===== src/rtl/dac_pkg.sv =====
package dac_pkg;
  localparam int unsigned DAC_WIDTH = 8;

  typedef enum logic [1:0] {
    LD_IDLE    = 2'd0,
    LD_PENDING = 2'd1
  } load_state_e;
endpackage


===== src/rtl/dac_prescaler.sv =====
module dac_prescaler #(
  parameter int unsigned WIDTH_P = dac_pkg::DAC_WIDTH
) (
  input  logic               clk_i,
  input  logic               rst_ni,
  output logic [WIDTH_P-1:0] tick_o,
  output logic               wrap_o
);
  logic [WIDTH_P-1:0] cnt_q;

  always_ff @(posedge clk_i or negedge rst_ni) begin
    if (!rst_ni) cnt_q <= '0;
    else         cnt_q <= cnt_q + 1'b1;
  end

  // stage s fires once every 2^(s+1) cycles
  for (genvar s = 0; s < WIDTH_P; s++) begin : g_stage
    assign tick_o[s] = &cnt_q[s:0];
  end

  assign wrap_o = tick_o[WIDTH_P-1];

  p_wrap_zero_r2: assert property (@(posedge clk_i) disable iff (!rst_ni)
    wrap_o |=> (tick_o == '0));
endmodule


===== src/rtl/dac_word_latch.sv =====
module dac_word_latch #(
  parameter int unsigned WIDTH_P = dac_pkg::DAC_WIDTH
) (
  input  logic               clk_i,
  input  logic               rst_ni,
  input  logic               wrap_i,
  input  logic               load_i,
  input  logic [WIDTH_P-1:0] word_i,
  output logic [WIDTH_P-1:0] active_o
);
  import dac_pkg::*;

  logic [WIDTH_P-1:0] shadow_q;
  load_state_e        st_q;

  always_ff @(posedge clk_i or negedge rst_ni) begin
    if (!rst_ni) begin
      shadow_q <= '0;
      active_o <= '0;
      st_q     <= LD_IDLE;
    end else if (wrap_i) begin
      st_q <= LD_IDLE;
      if (load_i)                 active_o <= word_i;
      else if (st_q == LD_PENDING) active_o <= shadow_q;
    end else if (load_i) begin
      shadow_q <= word_i;
      st_q     <= LD_PENDING;
    end
  end

  p_hold_r5: assert property (@(posedge clk_i) disable iff (!rst_ni)
    !wrap_i |=> $stable(active_o));
  p_pend_clr_r6: assert property (@(posedge clk_i) disable iff (!rst_ni)
    wrap_i |=> (st_q == LD_IDLE));
endmodule


===== src/rtl/dac_pulse_gate.sv =====
module dac_pulse_gate #(
  parameter int unsigned WIDTH_P = dac_pkg::DAC_WIDTH
) (
  input  logic [WIDTH_P-1:0] active_i,
  input  logic [WIDTH_P-1:0] tick_i,
  output logic [WIDTH_P-1:0] pulse_o
);
  // MSB takes the fastest stage, LSB the slowest
  for (genvar k = 0; k < WIDTH_P; k++) begin : g_bit
    assign pulse_o[k] = active_i[k] & tick_i[WIDTH_P-1-k];
  end
endmodule


===== src/rtl/dac_pulse_summer.sv =====
module dac_pulse_summer #(
  parameter int unsigned WIDTH_P = dac_pkg::DAC_WIDTH
) (
  input  logic               clk_i,
  input  logic               rst_ni,
  input  logic               wrap_i,
  input  logic [WIDTH_P-1:0] pulse_i,
  output logic [WIDTH_P-1:0] count_o,
  output logic               valid_o
);
  logic [WIDTH_P-1:0] acc_q, sum;

  always_comb begin
    sum = acc_q;
    for (int i = 0; i < int'(WIDTH_P); i++)
      sum = sum + {{(WIDTH_P-1){1'b0}}, pulse_i[i]};
  end

  always_ff @(posedge clk_i or negedge rst_ni) begin
    if (!rst_ni) begin
      acc_q   <= '0;
      count_o <= '0;
      valid_o <= 1'b0;
    end else if (wrap_i) begin
      acc_q   <= '0;
      count_o <= sum;
      valid_o <= 1'b1;
    end else begin
      acc_q   <= sum;
      valid_o <= 1'b0;
    end
  end

  p_valid_single_r9: assert property (@(posedge clk_i) disable iff (!rst_ni)
    valid_o |=> !valid_o);
  p_count_hold_r9: assert property (@(posedge clk_i) disable iff (!rst_ni)
    !valid_o |-> $stable(count_o));
endmodule


===== src/rtl/pulse_rate_dac.sv =====
module pulse_rate_dac #(
  parameter int unsigned WIDTH_P = dac_pkg::DAC_WIDTH
) (
  input  logic               clk_i,
  input  logic               rst_ni,
  input  logic [WIDTH_P-1:0] word_i,
  input  logic               load_i,
  output logic [WIDTH_P-1:0] pulse_o,
  output logic [WIDTH_P-1:0] count_o,
  output logic               count_valid_o
);
  logic [WIDTH_P-1:0] tick, active;
  logic               wrap;

  dac_prescaler #(.WIDTH_P(WIDTH_P)) u_pre (
    .clk_i(clk_i), .rst_ni(rst_ni), .tick_o(tick), .wrap_o(wrap));

  dac_word_latch #(.WIDTH_P(WIDTH_P)) u_latch (
    .clk_i(clk_i), .rst_ni(rst_ni), .wrap_i(wrap), .load_i(load_i),
    .word_i(word_i), .active_o(active));

  dac_pulse_gate #(.WIDTH_P(WIDTH_P)) u_gate (
    .active_i(active), .tick_i(tick), .pulse_o(pulse_o));

  dac_pulse_summer #(.WIDTH_P(WIDTH_P)) u_sum (
    .clk_i(clk_i), .rst_ni(rst_ni), .wrap_i(wrap), .pulse_i(pulse_o),
    .count_o(count_o), .valid_o(count_valid_o));

  p_count_match_r4: assert property (@(posedge clk_i) disable iff (!rst_ni)
    count_valid_o |-> (count_o == $past(active)));
  p_msb_gap_r10: assert property (@(posedge clk_i) disable iff (!rst_ni)
    pulse_o[WIDTH_P-1] |=> !pulse_o[WIDTH_P-1]);
endmodule


===== config.mk =====
export PLATFORM = sky130hd
export DESIGN_NAME = pulse_rate_dac
export DESIGN_NICKNAME = d
export VERILOG_FILES = /design/src/rtl/dac_pkg.sv /design/src/rtl/dac_prescaler.sv /design/src/rtl/dac_word_latch.sv /design/src/rtl/dac_pulse_gate.sv /design/src/rtl/dac_pulse_summer.sv /design/src/rtl/pulse_rate_dac.sv
export SDC_FILE = /design/constraint.sdc
export NUM_CORES = 1
export LEC_CHECK = 0
export ABC_AREA = 1
export BUFFER_PORTS_ARGS = -buffer_cell sky130_fd_sc_hd__buf_2
export CORE_MARGIN = 2
export CORE_UTILIZATION = 57
export DETAILED_ROUTE_END_ITERATION = 16
export PLACE_DENSITY = 0.79
export SLEW_MARGIN = 30
export SYNTH_ARGS = -nofsm -noshare
export SYNTH_HDL_FRONTEND = slang
export SYNTH_SLANG_ARGS = --single-unit

===== constraint.sdc =====
create_clock -name clk_i -period 5.3 [get_ports clk_i]
set_input_delay 0 -clock clk_i [delete_from_list [all_inputs] [get_ports clk_i]]
set_output_delay 0 -clock clk_i [all_outputs]
set_load 0.02 [all_outputs]

== Yosys cells after proc, flatten, opt, wreduce, memory -nomap -nowiden ==
Cells that the tools add are included.

* Add/subtract/negate cells: 9
* Eq/ne operators: 1
* Mux-type cells: 6
* Bitwise logic cells: 9
* Reduce and logical (&&, ||, !) cells: 11

{| class="wikitable"
|+ Operator list
! kind !! count
|-
| adder 8 x 1 -> 8 bit || 8
|-
| two-way mux 8 bit || 3
|-
| AND reduction 9 bit || 1
|-
| adder 8 x 1 -> 8 bit, second input constant || 1
|-
| AND 1 bit || 8
|-
| AND reduction 8 bit || 1
|-
| AND reduction 7 bit || 1
|-
| AND reduction 6 bit || 1
|-
| AND reduction 5 bit || 1
|-
| two-way mux 2 bit || 2
|-
| AND reduction 2 bit || 2
|-
| AND reduction 4 bit || 1
|-
| nonzero test 2 bit || 2
|-
| AND reduction 3 bit || 1
|-
| equality test 2 x 1 -> 1 bit, second input constant || 1
|-
| two-way mux 1 bit || 1
|-
| NOT 1 bit || 1
|}

* Flip-flop bits (word level): 43
* Input port bits: 11
* Output and inout port bits: 17
* Word-level logic and storage cells: 43

== Longest topological paths before layout ==
* Depth in word-level cells: 11
* Depth in mapped cells: 19
* Mapped depth without buffers: 19

== Cells and area by module ==
A second synthesis with hierarchy kept.

* Cell total of the unflattened synthesis: 270
* Area, all modules: 2195.9 um^2

{| class="wikitable"
|+ Modules (own cells, without submodules)
! module !! times used !! cells each !! area an instance (um^2) !! sequential area each (um^2)
|-
| dac_pulse_summer || 1 || 102 || 932.1 || 425.4
|-
| dac_word_latch || 1 || 98 || 777.0 || 425.4
|-
| dac_prescaler || 1 || 54 || 426.7 || 200.2
|-
| dac_pulse_gate || 1 || 16 || 60.1 || 0.0
|}

== Worst setup path before layout ==
OpenSTA, ideal clock, no wires.

* Path type: register to register
* From: reg u_pre.cnt_q[0]
* To: reg u_sum.acc_q[4]
* Setup time: 0.119 ns
* Arrival: 3.692 ns
* Data required time: 5.181 ns
* Path slack: 1.489 ns
* Stages on the path, launching flop included: 17
* Path buffers: 0
* Clock period less this slack: 3.811 ns
* Path through: dfrtp_1 > ha_1 > nand3_2 > nor2_2 > nand2_2 > nor2_4 > nand2_1 > fa_1 > fa_1 > inv_1 > fa_1 > fa_1 > fa_1 > nand3_1 > nand2_1 > xor2_1 > and2_1

* Cells in the longest elaborated chain, start to end: 11
* Elaborated cells on any way between the ends: 24
* Those cells by class: add/sub (8); mux (1); bitwise (8); reduce/logical (7)

{| class="wikitable"
|+ RTL lines
! element !! RTL line !! source
|-
| start, declared || dac_prescaler.sv:9 || <nowiki>logic [WIDTH_P-1:0] cnt_q;</nowiki>
|-
| start signal, assigned || dac_prescaler.sv:13 || <nowiki>else cnt_q <= cnt_q + 1'b1;</nowiki>
|-
| AND reduction 8 bit || dac_prescaler.sv:18 || <nowiki>assign tick_o[s] = &cnt_q[s:0];</nowiki>
|-
| AND 1 bit || dac_pulse_gate.sv:10 || <nowiki>assign pulse_o[k] = active_i[k] & tick_i[WIDTH_P-1-k];</nowiki>
|-
| adder 8 x 1 -> 8 bit (8 in a row) || dac_pulse_summer.sv:16 || <nowiki>sum = sum + {{(WIDTH_P-1){1'b0}}, pulse_i[i]};</nowiki>
|-
| two-way mux 8 bit * || dac_pulse_summer.sv:24 || <nowiki>end else if (wrap_i) begin</nowiki>
|-
| end signal, assigned || dac_pulse_summer.sv:29 || <nowiki>acc_q <= sum;</nowiki>
|-
| end, declared || dac_pulse_summer.sv:11 || <nowiki>logic [WIDTH_P-1:0] acc_q, sum;</nowiki>
|}

Every way passes the cells marked *; elsewhere a longest branch is shown, timed or not.
A chain may end at the register's enable or synchronous reset.

== Worst setup path after layout ==
Same ends and word-level chain as after synthesis.

==> impl_summary.log <==
INFO  metric holdCritPathClass = input pin to register
INFO  metric cts_made_buffers = 5
INFO  metric antenna-diode-count = 0
INFO  metric cap_violations = 0
INFO  metric timing.final.hold_violations = 0
INFO  metric synth_area_per_cell = roughly 9.5 sq um
INFO  metric fp.dieArea = a little over 4000 sq um
INFO  metric drive_above_1_share = 18.29%
INFO  metric worst-setup-path-type = register to register
INFO  metric antenna_violating_nets_post_route = 0
INFO  metric boundaryPins = 28
INFO  metric yosys_register_bits = 42
INFO  metric synthesis.yosys.warnings = 0
INFO  metric grt_pass1_vias = between 1500 and 2000
INFO  metric post-layout-total-power = approximately 0.00052 W
INFO  metric layout.filler_cells = 273
INFO  metric yosys-top-cells-area = dfrtp_1 50%, nand2_1 12%, ha_1 5.4%
INFO  metric gp_routability_congestion = between 0.8 and 0.9
INFO  metric drt-total-wl = approximately 3.8 mm
INFO  metric ir_worst_vdd = 0.0001613 V
INFO  metric grt_overflow_total = 0
INFO  metric fin_crit = approximately 4.3 ns
INFO  metric antenna_found_initial = 0
INFO  metric portBuffers = 27
INFO  metric clockBufferDepth = 2
INFO  metric layout_setup_ws = about 1.0 ns
INFO  metric cellLeakagePower = between 1 and 1.5 nW
INFO  metric yosysTopAreaCell = dfrtp_1
INFO  metric timing.final.max_slew_violations = 0
INFO  metric syn_inst = 219
INFO  metric global_route_wire_length_before_repair = 7.079 mm
INFO  metric tightestPinTransition = ~0.51 ns
INFO  metric clock-root-buffer = clkbuf_4
INFO  metric crit_required = approximately 5.6 ns
INFO  metric clkSinkCount = 42
INFO  metric finalSetupTns = 0 ns
INFO  metric core.rowCount = 21
INFO  metric place_area = approximately 2200 sq um
INFO  metric critical_path.endpoint_type = register
INFO  metric dr_vias_cell = between 5 and 6
INFO  metric drc_marker_count_from_the_first_detailed_route_iteration = roughly 60
INFO  metric synthesis_to_layout_area_growth = 14.30%
INFO  metric detailedPlacementHpwl = approximately 2.8 mm
INFO  metric timing.slew.headroom = about two thirds
INFO  metric floorplan.die.height = 64.44 um
INFO  metric drt_pre_antenna_iters = 4
INFO  metric skew = approximately 0.0090 ns
INFO  metric grtUsageTotal = ~23%
INFO  metric preCtsSetupSlack = about 1.1 ns
INFO  metric drc = 0
INFO  metric net_count_synth = 244
INFO  metric cts_post_setup_buffers_inserted = 0
INFO  metric seq_area_frac_synth = about 50%
INFO  metric synth_cell_types = 28
INFO  metric mostFrequentLayoutCells = 65 x nand2_1, 42 x dfrtp_1, 26 x buf_2
INFO  metric core-area = 3416 sq um
INFO  metric crit_fanout = 14
INFO  metric yosys.area.top_type_share = about half
INFO  metric run_status = completed
INFO  metric tritoncts_clock_tree = yes
INFO  metric floorplan.initialDensity = between 60% and 70%
INFO  metric cts.htree.levels = 2
INFO  metric pwr_density_cell = between 200 and 250 nW/um^2
INFO  metric share_of_the_clock_period_used_by_the_worst_path_after_layout = between 80% and 90%
INFO  metric netlist_area = 2082 sq um
INFO  metric critPathLaunchType = register
INFO  metric max_freq = 234.7 MHz
INFO  metric final_design_area_no_fill = 2380 sq um
INFO  metric rsz0062_at_grt = no
INFO  metric path_clk_slew = approximately 0.12 ns
INFO  metric maximum_number_of_pins_on_one_net_before_global_route_repair = 43
INFO  metric final_count_of_negative_setup_slack_endpoints = 0
INFO  metric mostFrequentLayoutCell = nand2_1
INFO  metric critPathArrivalTime = roughly 4.5 ns
INFO  metric final_net_count = 281
INFO  metric wl_per_cell = between 10 and 15 um
INFO  metric fp.dieW = roughly 64 um
INFO  metric source_to_sink_clock_delay_at_the_later_pin_of_the_worst_skew_pair = 0.36 ns
INFO  metric detailroute.via_count = 1561
[worst max-delay path, cell delays in order, from the launching register on]
cell and delay [ns]:
dfrtp_1 0.39, ha_1 0.23, nand3_2 0.12, nor2_2 0.14, nand2_2 0.09, nor2_4 0.29, nand2_1 0.16, fa_1 0.47
fa_1 0.50, inv_1 0.05, fa_1 0.44, fa_1 0.41, fa_1 0.41, nand3_1 0.09, nand2_1 0.09, xor2_1 0.16
and2_1 0.14
[layout make-up]
cell class                      instances  area [sq um]  share of cell area [%]
Clock buffer                            7         55.05                   2.313
Inverter                               23         86.33                   3.628
Sequential cell                        42          1051                   44.16
Timing Repair Buffer                   36         227.7                   9.569
Tap cell                               46         57.56                   2.419
Clock inverter                          1         5.005                  0.2103
Multi-Input combinational cell        148         897.1                   37.70
[stage by stage]
step                instances  hold WS, ns  utilization (%)
floorplan                 219      -0.2956                -
global placement          286       0.1823            65.20
detailed placement        286       0.1819            65.20
CTS                       303      0.07709            69.60
global route              303      0.09883            69.67
finish                    303      0.08920            69.67
[logic make-up (layout without fill, tap and decap cells)]
kind of cell / after synthesis / in the layout / share of synthesized area [%]
AO/OA/AOI/OAI: 15 / 15 / 4.327
XOR/XNOR: 6 / 6 / 2.524
adder cells (fa/ha/maj): 14 / 14 / 10.22
buffers and inverters: 29 / 67 / 6.430
flip-flops: 42 / 42 / 50.48
multiplexers: 8 / 8 / 3.846
AND/OR/NAND/NOR: 105 / 105 / 22.18
[cell usage after synthesis]
master / number
nand3b_1: 1
o21ai_0: 3
nor3_1: 1
fa_1: 5
xnor2_1: 2
nand3_1: 14
nor3_2: 1
nand4_1: 1
inv_2: 1
nor2_1: 13
nor3b_1: 1
inv_1: 22
nand2_2: 2
nand2_1: 65
nand3_2: 2
a21oi_1: 2
mux2i_1: 8
xor2_1: 4
o21ai_1: 6
o21ai_2: 4
buf_6: 2
nor2_4: 1
nor2_2: 2
and2_1: 1
ha_1: 9
dfrtp_1: 42
buf_2: 2
buf_4: 2
[final timing paths]
kind	slack (ns)	to	cells past startpoint	from
setup / recovery	1.04	u_sum.acc_q[4]	16	u_pre.cnt_q[0]
hold / removal	0.09	u_latch.shadow_q[3]	3	load_i
setup reg to reg	1.04	u_sum.acc_q[4]	16	u_pre.cnt_q[0]
hold reg to reg	0.48	u_latch.shadow_q[2]	2	u_latch.shadow_q[2]
max in group asynchronous	4.80	u_latch.shadow_q[6]	2	rst_ni
min in group asynchronous	0.13	u_pre.cnt_q[3]	2	rst_ni
[repair_timing]
action	in CTS	in global routing
resized for setup	0	0
endpoints found under the hold margin	58	0
hold buffers	9	0
[state kept, by name (all words and copies together), names as in the netlist]
| name | cells |
|---|---|
| u_sum.count_o | 8 |
| u_sum.acc_q | 8 |
| u_sum.valid_o | 1 |
| u_latch.shadow_q | 8 |
| u_latch.active_o | 8 |
| u_latch.st_q | 1 |
| u_pre.cnt_q | 8 |
[report_power, final]
group	switching [W]	internal (W)	total, W
registers	0.00000270	0.000326	0.000328
logic	0.0000161	0.0000134	0.0000294
clock network	0.000102	0.0000644	0.000166
[metal layers]
metal / up-vias / global-route usage, % / part of all wire [%]
met2: 56 / 34.11 / 45
met3: 13 / 5.903 / 6.4
met4: 0 / 10.11 / 2.3
li1: 762 / - / -
met1: 730 / 30.85 / 46
met5: - / 0 / 0
Power figures use the tool's default switching activity.
